## src/rtl/adc_tx_pkg.sv

```systemverilog
`timescale 1ns/1ps
package adc_tx_pkg;

  // How the frame controller decided to close the current frame.
  typedef enum logic [1:0] {
    END_NONE  = 2'd0,
    END_FULL  = 2'd1,  // last slot consumed by a falling edge
    END_SHORT = 2'd2,  // select released after the conversion window
    END_ABORT = 2'd3   // select released inside the conversion window
  } frame_end_e;

  // A release is an abort while fewer falling edges than the
  // conversion window have been seen.
  function automatic logic release_is_abort(input int unsigned falls,
                                            input int unsigned conv_slots);
    return falls < conv_slots;
  endfunction

  // Track mode resumes once this many falling edges have passed.
  function automatic int unsigned track_resume_slot(input int unsigned conv_slots);
    return conv_slots - 1;
  endfunction

endpackage

```

## src/rtl/adc_pin_sync.sv

```systemverilog
`timescale 1ns/1ps
module adc_pin_sync #(
  parameter int unsigned STAGES  = 2,
  parameter logic        RST_VAL = 1'b1
) (
  input  logic clk,
  input  logic rst_n,
  input  logic pin_i,
  output logic level_o,
  output logic rise_o,
  output logic fall_o
);

  logic [STAGES-1:0] chain_q;
  logic              prev_q;

  always_ff @(posedge clk or negedge rst_n) begin
    if (!rst_n) begin
      chain_q <= {STAGES{RST_VAL}};
      prev_q  <= RST_VAL;
    end else begin
      chain_q <= {chain_q[STAGES-2:0], pin_i};
      prev_q  <= chain_q[STAGES-1];
    end
  end

  assign level_o = chain_q[STAGES-1];
  assign rise_o  = level_o & ~prev_q;
  assign fall_o  = ~level_o & prev_q;

endmodule

```

## src/rtl/adc_frame_shifter.sv

```systemverilog
`timescale 1ns/1ps
module adc_frame_shifter #(
  parameter int unsigned DATA_W      = 12,
  parameter int unsigned LEAD_ZEROS  = 2,
  parameter int unsigned FRAME_SLOTS = 16
) (
  input  logic              clk,
  input  logic              rst_n,
  input  logic              load_i,
  input  logic              shift_i,
  input  logic [DATA_W-1:0] word_i,
  output logic              head_o
);

  localparam int unsigned TRAIL_ZEROS = FRAME_SLOTS - LEAD_ZEROS - DATA_W;

  // Lay the word into a full frame image: zeros, word (MSB first), zeros.
  function automatic logic [FRAME_SLOTS-1:0] frame_image(input logic [DATA_W-1:0] w);
    logic [FRAME_SLOTS-1:0] img;
    img = '0;
    for (int i = 0; i < DATA_W; i++) begin
      img[TRAIL_ZEROS + i] = w[i];
    end
    return img;
  endfunction

  logic [FRAME_SLOTS-1:0] frame_q;

  always_ff @(posedge clk or negedge rst_n) begin
    if (!rst_n) begin
      frame_q <= '0;
    end else if (load_i) begin
      frame_q <= frame_image(word_i);
    end else if (shift_i) begin
      frame_q <= {frame_q[FRAME_SLOTS-2:0], 1'b0};
    end
  end

  assign head_o = frame_q[FRAME_SLOTS-1];

endmodule

```

## src/rtl/adc_frame_ctrl.sv

```systemverilog
`timescale 1ns/1ps
module adc_frame_ctrl
  import adc_tx_pkg::*;
#(
  parameter int unsigned CONV_SLOTS  = 14,
  parameter int unsigned FRAME_SLOTS = 16,
  parameter int unsigned SLOT_W      = $clog2(FRAME_SLOTS)
) (
  input  logic              clk,
  input  logic              rst_n,
  input  logic              cs_fall_i,
  input  logic              cs_rise_i,
  input  logic              sclk_fall_i,
  input  logic              sclk_rise_i,
  output logic              load_o,
  output logic              shift_o,
  output logic              active_o,
  output logic [SLOT_W-1:0] slot_o,
  output logic              track_o,
  output logic              aborted_o,
  output logic              done_o,
  output frame_end_e        end_kind_o
);

  localparam logic [SLOT_W-1:0] LAST_SLOT  = SLOT_W'(FRAME_SLOTS - 1);
  localparam logic [SLOT_W-1:0] TRACK_SLOT = SLOT_W'(track_resume_slot(CONV_SLOTS));

  logic              active_q, track_q, aborted_q, done_q;
  logic [SLOT_W-1:0] slot_q;
  frame_end_e        end_kind;

  always_comb begin
    end_kind = END_NONE;
    if (active_q) begin
      if (cs_rise_i) begin
        end_kind = release_is_abort(int'(slot_q), CONV_SLOTS) ? END_ABORT : END_SHORT;
      end else if (sclk_fall_i && slot_q == LAST_SLOT) begin
        end_kind = END_FULL;
      end
    end
  end

  assign load_o  = cs_fall_i;
  assign shift_o = active_q && sclk_fall_i && (end_kind == END_NONE);

  always_ff @(posedge clk or negedge rst_n) begin
    if (!rst_n) begin
      active_q  <= 1'b0;
      slot_q    <= '0;
      track_q   <= 1'b1;
      aborted_q <= 1'b0;
      done_q    <= 1'b0;
    end else if (load_o) begin
      active_q  <= 1'b1;
      slot_q    <= '0;
      track_q   <= 1'b0;
      aborted_q <= 1'b0;
      done_q    <= 1'b0;
    end else begin
      done_q <= 1'b0;
      unique case (end_kind)
        END_ABORT: begin
          active_q  <= 1'b0;
          aborted_q <= 1'b1;
          track_q   <= 1'b1;
        end
        END_SHORT, END_FULL: begin
          active_q <= 1'b0;
          done_q   <= 1'b1;
        end
        default: begin
          if (shift_o) begin
            slot_q <= slot_q + 1'b1;
          end
          if (active_q && sclk_rise_i && slot_q == TRACK_SLOT) begin
            track_q <= 1'b1;
          end
        end
      endcase
    end
  end

  assign active_o   = active_q;
  assign slot_o     = slot_q;
  assign track_o    = track_q;
  assign aborted_o  = aborted_q;
  assign done_o     = done_q;
  assign end_kind_o = end_kind;

endmodule

```

## src/rtl/adc_serial_tx.sv

```systemverilog
`timescale 1ns/1ps
module adc_serial_tx
  import adc_tx_pkg::*;
#(
  parameter int unsigned DATA_W      = 12,
  parameter int unsigned LEAD_ZEROS  = 2,
  parameter int unsigned FRAME_SLOTS = 16,
  parameter int unsigned SYNC_STAGES = 2
) (
  input  logic              clk,
  input  logic              rst_n,
  input  logic              cs_n,
  input  logic              sclk,
  input  logic [DATA_W-1:0] sample_in,
  output logic              sdata_out,
  output logic              sdata_oe,
  output logic              track_o,
  output logic              frame_done,
  output logic              aborted
);

  localparam int unsigned CONV_SLOTS = LEAD_ZEROS + DATA_W;
  localparam int unsigned SLOT_W     = $clog2(FRAME_SLOTS);
  localparam int unsigned NUM_PINS   = 2;
  localparam logic [NUM_PINS-1:0] PIN_IDLE = 2'b11;  // both pins idle high

  // Pin 0 = select, pin 1 = serial clock.
  logic [NUM_PINS-1:0] pin_raw, pin_level, pin_rise, pin_fall;
  assign pin_raw = {sclk, cs_n};

  for (genvar g = 0; g < NUM_PINS; g++) begin : g_sync
    adc_pin_sync #(
      .STAGES (SYNC_STAGES),
      .RST_VAL(PIN_IDLE[g])
    ) u_sync (
      .clk    (clk),
      .rst_n  (rst_n),
      .pin_i  (pin_raw[g]),
      .level_o(pin_level[g]),
      .rise_o (pin_rise[g]),
      .fall_o (pin_fall[g])
    );
  end

  // Named internal events, visible to the bound checker.
  logic cs_fall_w, cs_rise_w, sclk_fall_w, sclk_rise_w;
  assign cs_fall_w   = pin_fall[0];
  assign cs_rise_w   = pin_rise[0];
  assign sclk_fall_w = pin_fall[1];
  assign sclk_rise_w = pin_rise[1];

  logic              load_w, shift_w, active_w, head_w;
  logic [SLOT_W-1:0] slot_w;
  frame_end_e        end_kind_w;

  adc_frame_ctrl #(
    .CONV_SLOTS (CONV_SLOTS),
    .FRAME_SLOTS(FRAME_SLOTS),
    .SLOT_W     (SLOT_W)
  ) u_ctrl (
    .clk        (clk),
    .rst_n      (rst_n),
    .cs_fall_i  (cs_fall_w),
    .cs_rise_i  (cs_rise_w),
    .sclk_fall_i(sclk_fall_w),
    .sclk_rise_i(sclk_rise_w),
    .load_o     (load_w),
    .shift_o    (shift_w),
    .active_o   (active_w),
    .slot_o     (slot_w),
    .track_o    (track_o),
    .aborted_o  (aborted),
    .done_o     (frame_done),
    .end_kind_o (end_kind_w)
  );

  adc_frame_shifter #(
    .DATA_W     (DATA_W),
    .LEAD_ZEROS (LEAD_ZEROS),
    .FRAME_SLOTS(FRAME_SLOTS)
  ) u_shift (
    .clk    (clk),
    .rst_n  (rst_n),
    .load_i (load_w),
    .shift_i(shift_w),
    .word_i (sample_in),
    .head_o (head_w)
  );

  assign sdata_oe  = active_w;
  assign sdata_out = active_w & head_w;

endmodule

```

## config.mk

```make
export PLATFORM = sky130hd
export DESIGN_NAME = adc_serial_tx
export DESIGN_NICKNAME = d
export VERILOG_FILES = /design/src/rtl/adc_tx_pkg.sv /design/src/rtl/adc_pin_sync.sv /design/src/rtl/adc_frame_shifter.sv /design/src/rtl/adc_frame_ctrl.sv /design/src/rtl/adc_serial_tx.sv
export SDC_FILE = /design/constraint.sdc
export NUM_CORES = 1
export LEC_CHECK = 0
export BUFFER_PORTS_ARGS = -buffer_cell sky130_fd_sc_hd__buf_2
export CAP_MARGIN = 5
export CORE_AREA = 5 5 57 59
export DETAILED_ROUTE_END_ITERATION = 7
export DIE_AREA = 0 0 62 64
export PLACE_DENSITY_LB_ADDON = 0.12
export SLEW_MARGIN = 10
export SYNTH_ARGS = -nofsm -noshare
export SYNTH_HDL_FRONTEND = slang
export SYNTH_SLANG_ARGS = --single-unit
```

## constraint.sdc

```tcl
create_clock -name clk -period 2.1 [get_ports clk]
set_input_delay 0.315 -clock clk [delete_from_list [all_inputs] [get_ports clk]]
set_output_delay 0.315 -clock clk [all_outputs]
set_load 0.02 [all_outputs]
```

Word level (Yosys, flattened, before mapping)
Cells that the tools add are included.
{ "totals": {"output_inout_bits": 5, "ff_bits": 30, "in_bits": 16, "word_cells": 60} }
{ "op_classes": {"n_addsub": 1, "reduce_logical": 14, "bitwise_logic": 9, "n_eq_ne": 7, "order_cmp": 1, "mux": 18} }
{ "ops": {"columns": ["cell", "n"], "rows": [
  ["16-bit 2-to-1 mux", 2],
  ["4-bit 2-to-1 mux", 3],
  ["1-bit 2-to-1 mux", 10],
  ["4-bit == test (second input constant)", 2],
  ["2-bit nonzero test", 3],
  ["1-bit AND", 5],
  ["1-bit logical AND", 5],
  ["4-bit by 1-bit adder with 4-bit output (second input constant)", 1],
  ["2-bit == test (second input constant)", 2],
  ["4-bit less-than comparator (second input constant)", 1],
  ["2-bit 2-to-1 mux", 2],
  ["1-bit NOT", 4],
  ["2-bit AND reduction", 2],
  ["3-bit nonzero test", 1],
  ["3-bit OR reduction", 1],
  ["2-bit by 1-bit == test with 1-bit output (second input constant)", 1],
  ["2-bit logical NOT", 1],
  ["2-bit by 1-bit inequality test with 1-bit output (second input constant)", 1],
  ["2-bit inequality test (second input constant)", 1],
  ["1-bit case mux with 2 select lines", 1],
  ["2-bit OR reduction", 1]
]} }

Longest topological paths before layout
Gate-level depths: netlist of the first run.
{ "logic_depth": {"word_depth": 11, "mapped_depth": 9, "depth_no_buf": 8} }

By module
Synthesis of the first run repeated with hierarchy kept, for this count alone.
{ "hier_totals": {"hier_cells": 117, "hier_area_um2": 1302.5} }
{ "by_module_without_submodules": {"columns": ["module", "seq_area_each_um2", "area_each_um2", "instances", "cells_each"], "rows": [
  ["adc_frame_shifter", 350.3, 640.6, 1, 58],
  ["adc_frame_ctrl", 201.4, 467.9, 1, 48],
  ["adc_pin_sync", 78.8, 93.8, 2, 5],
  ["adc_serial_tx", 0.0, 6.3, 1, 1]
]} }

Worst setup path before layout of the first run
OpenSTA, ideal clock, no wires.
{ "synth_path": {"path_kind": "register -> register", "from": "register u_ctrl.active_q, in the netlist u_ctrl.active_o", "to": "register u_shift.frame_q[13]", "setup_time_ns": 0.136, "t_required_ns": 1.964, "path_stages_with_launch": 9, "path_slack_ns": 0.057, "period_less_slack_ns": 2.043, "t_arrival_ns": 1.907, "n_path_buf": 1, "cell_sequence": "dfrtp_1 -> nand3_1 -> nor4b_1 -> a22oi_1 -> ha_1 -> nand4b_2 -> buf_2 -> mux2i_1 -> o21ai_0"} }
{ "synth_between": {"elab_chain_cells": 4, "elab_cells_between_ends": 5, "cone_classes": "1 x mux; 4 x reduce/logical"} }
{ "synth_rtl": {"columns": ["element", "line", "source"], "rows": [
  ["from (decl)", "adc_frame_ctrl.sv:28", "logic active_q, track_q, aborted_q, done_q;"],
  ["from (signal assigned)", "adc_frame_ctrl.sv:48", "active_q <= 1'b0;"],
  ["from (signal assigned)", "adc_frame_ctrl.sv:54", "active_q <= 1'b1;"],
  ["from (signal assigned)", "adc_frame_ctrl.sv:63", "active_q <= 1'b0;"],
  ["2-bit 2-to-1 mux", "adc_frame_ctrl.sv:34", "if (active_q) begin"],
  ["2-bit logical NOT", "adc_frame_ctrl.sv:44", "assign shift_o = active_q && sclk_fall_i && (end_kind == END_NONE);"],
  ["1-bit logical AND (*)", "adc_frame_ctrl.sv:44", null],
  ["2-bit nonzero test (no line) (*)", null, null],
  ["to (signal assigned)", "adc_frame_shifter.sv:33", "frame_q <= frame_image(word_i);"],
  ["to (signal assigned)", "adc_frame_shifter.sv:35", "frame_q <= {frame_q[FRAME_SLOTS-2:0], 1'b0};"],
  ["to (decl)", "adc_frame_shifter.sv:27", "logic [FRAME_SLOTS-1:0] frame_q;"]
]} }
Every way passes the cells marked *; elsewhere a longest branch is shown, timed or not.
A chain may end at the register's enable or synchronous reset.

Worst setup path in the final report of the first run
{ "layout_path": {"from": "register g_sync[0].u_sync.prev_q", "to": "register u_ctrl.slot_q[3], in the netlist u_ctrl.slot_o[3]"} }
{ "layout_between": {"elab_chain_cells": 8, "elab_cells_between_ends": 15, "cone_classes": "4 x eq/ne; 3 x mux; 3 x bitwise; 5 x reduce/logical"} }
{ "layout_rtl": {"columns": ["element", "line", "source"], "rows": [
  ["from (decl)", "adc_pin_sync.sv:15", "logic prev_q;"],
  ["from (signal assigned)", "adc_pin_sync.sv:23", "prev_q <= chain_q[STAGES-1];"],
  ["1-bit NOT", "adc_pin_sync.sv:28", "assign rise_o = level_o & ~prev_q;"],
  ["1-bit AND", "adc_pin_sync.sv:28", null],
  ["2-bit 2-to-1 mux", "adc_frame_ctrl.sv:35", "if (cs_rise_i) begin"],
  ["2-bit 2-to-1 mux", "adc_frame_ctrl.sv:34", null],
  ["2-bit == test, or another cell as far along", "adc_frame_ctrl.sv:61", "unique case (end_kind)"],
  ["3-bit OR reduction (no line) / 1-bit logical AND (equally long branches)", null, null],
  ["2-bit by 1-bit inequality test with 1-bit output (no line) / 2-bit nonzero test (equally long branches)", null, null],
  ["2-bit AND reduction (no line)", null, null],
  ["to (signal assigned)", "adc_frame_ctrl.sv:73", "slot_q <= slot_q + 1'b1;"],
  ["to (decl)", "adc_frame_ctrl.sv:29", "logic [SLOT_W-1:0] slot_q;"]
]} }
Parallel ways exist; a longest one is shown, timed or not.

==> results.toml, run 1 <==
[run_status]
outcome = "finished, violations left"
violations = "negative hold slack"

[power]
total_power_w = 0.001075
vdd_drop_max_mv = 0.5340
p_leak_nw = 0.8029
p_per_area_mw_per_mm2 = 695.5

[setup_path]
critPathKind = "reg2reg"
crit_path_end_kind = "register"
critPathLaunchType = "register"
rr_endpoint = "u_ctrl.slot_o[3]"
r2r-start = "g_sync[0].u_sync.prev_q"
timing.critical_path.slowest_stage_cell = "dfstp_2"
crit_path_end = "u_ctrl.slot_o[3]"
crit_fanout = 5
path_cells = "nor2b_4 -> nand2_1 -> inv_1 -> a22oi_2 -> ha_2 -> nand4b_4 -> or3_1 -> a21oi_1"
startpoint = "g_sync[0].u_sync.prev_q"
crit_buf_inv = 1
cp_data_arrival_time_ns = 2.23
crit_required_ns = 2.35
crit_family = "simple AND/OR/NAND/NOR gates"
critPathMaxStageDelay_ns = 0.58
cp.depth = 8
r2r_cells = 8
r2r_slack_ns = 0.12

[clock_network]
root_buffer = "clkbuf_4"
clk_path_buf_depth = 2
cts_tree = "done"
h-tree-depth = 1
cts_setup_buffers = 0
cts_num_sinks = 28
cts_buffers = 3
clock_latency_ns = 0.31
clk_pin_slew_ns = 0.14
hold_buffers = 0

[global_routing]
grtUsageTotal_pct = 11.91
use_met1_pct = 15.65
grt_use_met3_pct = 3.018
global_route.peak_usage_layer = "met2"
grt_pass1_vias = 870
grt_first_pass_wirelength_mm = 3.670
grt_start_max_net_pins = 30
grt_overflow = 0
antenna_found_initial = 0
met2_usage_pct = 18.78

[synth]
post_synth_instance_area_sq_mm = 0.001257
syn_inst = 114
synth_warnings = 0
syn_area_per_cell_sq_um = 11.03
synth.distinct_cells = 26
syn-num-nets = 135
synth_top_cell_by_area = "dfrtp_1"
synth_seq_cells = 28
synth_seq_area_share_pct = 56.42
synth_ff_type = "dfrtp_1"
synth_area_leaders = "dfrtp_1 (42%), dfstp_2 (15%), mux2i_1 (10%)"
synth.top_cell.area_share_pct = 41.79
synth_edf_count = 0
synthArstFlopShare_pct = 100.0

[routing]
postRouteAntennaNets = 0
num_vias = 895
dr.pass1.iters = 4
wl_per_cell_microns = 12.96
drc = 0
vias_per_cell = 5.173
drt-initial-drc-count = 31
wl_mm = 2.242

[layout]
final_net_count = 164
design_area_sq_mm = 0.001545
drive_gt1_share_pct = 31.69
stdcell_count = 173
area_growth_pct = 22.89
diodes = 0

[floorplanning]
rows = 19
fp.dieH_microns = 64
die_w_microns = 62
coreArea_sq_mm = 0.002663
dieArea_sq_mm = 0.003968
initial_core_util_pct = 47.23
ios = 21

[sta]
fin_crit_sh_pct = 94.33
period_needed_ns = 1.981
fin_tns_setup_ns = 0
hold_violations = 21
slew_viol_final = 0
max_slew_margin_pct = 60.38
setup_viol = 0
skew_ns = 0.001728
fmax_mhz = 504.8
tightestPinTransition_ns = 0.5943
hold_slack_ns = -0.01743

[job]
maxCapViolCount = 0

[placed_design]
place_area_sq_mm = 0.001434
dp_hpwl_mm = 1.504
dp.cells = 167
numPortBuffers = 20
gp_congestion = 0.7833

[min_path]
hold_class = "in2async"
final cells by class:
class	instances	area [sq um]
well taps	31	38.79
fillers	247	1117
flip-flops and latches	28	709.4
multi-input cells	79	565.5
inverters	3	11.26
clock buffers	4	26.28
repair buffers	28	193.9
flip-flops by register name, summed over array words and instances (netlist names):
| signal | cells |
|---|---|
| u_shift.frame_q | 14 |
| u_ctrl.track_o | 1 |
| u_ctrl.done_o | 1 |
| u_ctrl.active_o | 1 |
| g_sync.u_sync.prev_q | 2 |
| u_ctrl.slot_o | 4 |
| g_sync.u_sync.chain_q | 4 |
| u_ctrl.aborted_o | 1 |
cells in the mapped netlist, drive strengths merged, types with 2 or more instances:
| master | instances |
|---|---|
| clkbuf | 3 |
| buf | 2 |
| ha | 5 |
| nand2 | 18 |
| mux2i | 13 |
| a21oi | 3 |
| nand3 | 3 |
| o21ai | 14 |
| nand2b | 2 |
| and2 | 2 |
| or3 | 3 |
| dfstp | 7 |
| dfrtp | 21 |
| nor2 | 4 |
| nor2b | 2 |
| inv | 3 |
how the worst min path moves through the flow:
stage / startpoint / end / cells past startpoint / slack [ns]
final: rst_n / u_ctrl.done_o / 1 / -0.02
after floorplan: rst_n / u_ctrl.aborted_o / 0 / 0.02
after global placement: rst_n / u_ctrl.done_o / 1 / 0.35
after global routing: rst_n / u_ctrl.done_o / 1 / 0.02
after CTS: rst_n / u_ctrl.done_o / 1 / 0.00003
after detailed placement: g_sync[1].u_sync.chain_q[0] / g_sync[1].u_sync.chain_q[1] / 0 / 0.35
cell families (layout without fill, tap and decap cells):
group	after synthesis	in the layout	share of synthesized area, %
AND/OR/NAND/NOR	38	39	15.02
flip-flops	28	28	56.42
AO/OA/AOI/OAI	22	22	10.15
multiplexers	13	13	10.35
buffers and inverters	8	35	3.084
adder cells (fa/ha/maj)	5	5	4.975
per-layer routing:
layer  vias up  routed length, microns
met5         -                       0
met4         0                      25
met3         2                      83
met2        11                    1131
met1       428                    1002
li1        454                       -
stage by stage:
stage	setup slack, ns	utilization, %
2_1_floorplan	0.05702	-
3_3_place_gp	0.03209	53.85
3_5_place_dp	-0.09803	53.85
4_1_cts	0.01799	55.40
5_1_grt	-0.006852	58.04
6_report	0.1190	58.04
power by group:
| group | internal (W) | total (W) | leakage [nW] | switching (W) |
|---|---|---|---|---|
| Combinational | 0.000102 | 0.000210 | 0.446 | 0.000109 |
| Sequential | 0.000609 | 0.000646 | 0.342 | 0.0000374 |
| Clock | 0.0000741 | 0.000218 | 0.0150 | 0.000144 |
worst register-to-register path, stage by stage, from the launching register on:
cell and delay (ns):
dfstp_2 0.58, nor2b_4 0.05, nand2_1 0.11, inv_1 0.10
a22oi_2 0.15, ha_2 0.25, nand4b_4 0.16, or3_1 0.37
a21oi_1 0.15
placed cells by master, fill, tap and decap left out:
cell	instances
dfrtp_1	21
o21ai_0	14
a22o_1	1
nor2b_1	1
or3_1	3
clkbuf_16	1
inv_1	3
o311a_1	1
nand4b_4	1
buf_2	20
nor2b_4	1
nor4b_4	1
buf_6	1
ha_2	2
o41ai_1	1
nand3_1	3
o211ai_1	1
and2_1	2
buf_4	5
a21oi_1	3
dfstp_2	7
nor3_1	1
a22oi_2	1
nand2_1	18
ha_1	3
nand4b_2	1
nand4_1	1
mux2i_1	13
buf_12	1
nor2_1	4
nand2b_1	2
clkbuf_1	1
clkbuf_4	3
timing repair:
item / 4_1_cts / 5_1_grt
setup endpoints to repair: 13 / 17
gates resized for setup: 2 / 7
cloned: 0 / 2
pin swaps: 0 / 4
Power figures use the tool's default switching activity.
==> run 2, diff against run 1 <==
--- a/config.mk
+++ b/config.mk
@@ -5,11 +5,11 @@
 export SDC_FILE = /design/constraint.sdc
 export NUM_CORES = 1
 export LEC_CHECK = 0
-export BUFFER_PORTS_ARGS = -buffer_cell sky130_fd_sc_hd__buf_2
 export CAP_MARGIN = 5
-export CORE_AREA = 5 5 57 59
+export CORE_AREA = 5 5 55 57
 export DETAILED_ROUTE_END_ITERATION = 7
-export DIE_AREA = 0 0 62 64
+export DIE_AREA = 0 0 60 62
+export DONT_BUFFER_PORTS = 1
 export PLACE_DENSITY_LB_ADDON = 0.12
 export SLEW_MARGIN = 10
 export SYNTH_ARGS = -nofsm -noshare
==> results.toml, run 2 (synthesis results as in run 1) <==
[setup_path]
r2r_slack_ns = 0.09
crit_path_end_kind = "register"
crit_required_ns = 2.35
r2r_cells = 9
crit_fanout = 4
cp_data_arrival_time_ns = 2.26
rr_endpoint = "u_ctrl.slot_o[0]"
critPathLaunchType = "register"
critPathKind = "reg2reg"
r2r-start = "g_sync[0].u_sync.prev_q"

[global_routing]
antenna_found_initial = 0
grtUsageTotal_pct = 12.98
grt_pass1_vias = 876
grt_overflow = 0
grt_start_max_net_pins = 30
grt_first_pass_wirelength_mm = 3.677

[power]
p_seq_share_pct = 59.5
p_sw_w = 0.0002920
power_frac_clock_pct = 23.6
p_per_area_mw_per_mm2 = 740.2
vdd_drop_max_mv = 0.4335
sw_frac_of_total_pct = 26.62
comb_power_share_pct = 16.9
p_int_w = 0.0008046
p_leak_nw = 0.7365

[layout]
fillers = 206
max_flop_register = "u_shift.frame_q"
final_cell_mix = "dfrtp_1 (21), nand2_1 (18), mux2i_1 (13), o21ai_0 (13)"
design_area_sq_mm = 0.001481
area_growth_pct = 17.81
diodes = 0
layout_commonest_cell = "dfrtp_1"
largest_register_ffs = 14
final_net_count = 148
drive_gt1_share_pct = 22.22

[clock_network]
clk_path_buf_depth = 2
clock_latency_ns = 0.32
h-tree-depth = 1
cts_num_sinks = 28
clk_pin_slew_ns = 0.15
cts_setup_buffers = 0
cts_tree = "done"
root_buffer = "clkbuf_4"
cts_buffers = 3

[sta]
hold_violations = 0
max_slew_margin_pct = 83.86
hold_slack_ns = 0.08880
setup_viol = 0
fin_crit_sh_pct = 95.79
slew_viol_final = 0
finalWorstSetupSlack_ns = 0.08836
tightestPinTransition_ns = 0.2390
skew_ns = 0.01234
fmax_mhz = 497.1
period_needed_ns = 2.012

[floorplanning]
rows = 18
die_w_microns = 60
initial_core_util_pct = 51.70
ios = 21
dieArea_sq_mm = 0.003720
coreArea_sq_mm = 0.002432
fp.dieH_microns = 62

[min_path]
hold_depth = 2
hp-start = "sample_in[0]"
hold_class = "in2reg"
holdPathEnd = "u_shift.frame_q[2]"

[routing]
wl_per_cell_microns = 13.82
dr.pass1.iters = 4
vias_per_cell = 5.314
num_vias = 829
wl_mm = 2.156
drc = 0
postRouteAntennaNets = 0
drt-initial-drc-count = 8

[placed_design]
place_area_sq_mm = 0.001350
place_ws_ns = -0.05487
gp_congestion = 0.7417
dp_hpwl_mm = 1.449
numPortBuffers = 0

[job]
maxCapViolCount = 0

[run_status]
outcome = "complete, no violations"
run 2: worst max path at each step:
stage	startpoint	endpoint	slack, ns
after global placement	g_sync[0].u_sync.prev_q	u_shift.frame_q[11]	0.02
after CTS	g_sync[0].u_sync.chain_q[1]	u_ctrl.slot_o[0]	0.01
after floorplan	u_ctrl.active_o	u_shift.frame_q[13]	0.06
after detailed placement	g_sync[0].u_sync.prev_q	u_shift.frame_q[10]	-0.05
after global routing	g_sync[0].u_sync.prev_q	u_ctrl.slot_o[0]	-0.04
final	g_sync[0].u_sync.prev_q	u_ctrl.slot_o[0]	0.09
run 2: power groups by stage:
stage | logic, W | registers (W) | clock network, W
after floorplan | 0.000110 | 0.000660 | 0
after global placement | 0.000153 | 0.000661 | 0
after detailed placement | 0.000157 | 0.000662 | 0
after CTS | 0.000182 | 0.000652 | 0.000270
after global routing | 0.000211 | 0.000662 | 0.000293
final | 0.000186 | 0.000652 | 0.000258
run 2: final cells by class:
| class | count | area [sq um] | share of cell area (%) |
|---|---|---|---|
| Sequential cell | 28 | 709.4 | 47.89 |
| Multi-Input combinational cell | 78 | 553.0 | 37.33 |
| Timing Repair Buffer | 13 | 133.9 | 9.037 |
| Tap cell | 30 | 37.54 | 2.534 |
| Clock buffer | 4 | 36.28 | 2.449 |
| Inverter | 3 | 11.26 | 0.7601 |
run 2: per-stage QoR:
step	total power (W)	std cells	util (%)	setup TNS, ns
2_1_floorplan	0.0007702	114	-	0
3_3_place_gp	0.0008140	148	55.50	0
3_5_place_dp	0.0008193	148	55.50	-0.1842
4_1_cts	0.001104	156	59.67	0
5_1_grt	0.001166	156	60.91	-0.07751
6_report	0.001097	156	60.91	0
run 2: critical path, cell delays in order (launching register included):
cell     delay [ns]
dfstp_2        0.58
nor2b_4        0.05
nand2_1        0.13
inv_1          0.10
a22oi_2        0.16
buf_4          0.14
ha_2           0.21
inv_1          0.09
or3_1          0.34
a21oi_1        0.14
run 2: timing repair:
| action | CTS | global route |
|---|---|---|
| endpoints found under the hold margin | 30 | 0 |
| cloned | 0 | 0 |
| gates resized for setup | 2 | 8 |
| pin swaps | 0 | 4 |
| hold buffers | 4 | 0 |
| endpoints found under the setup margin | 13 | 17 |
run 2: layer usage:
| metal | GRT usage (%) | up-vias | share of wire, % |
|---|---|---|---|
| met3 | 2.066 | 4 | 4.1 |
| met4 | 6.329 | 0 | 1.3 |
| met1 | 15.75 | 391 | 45 |
| met5 | 0 | - | 0 |
| li1 | - | 420 | - |
| met2 | 22.53 | 14 | 50 |
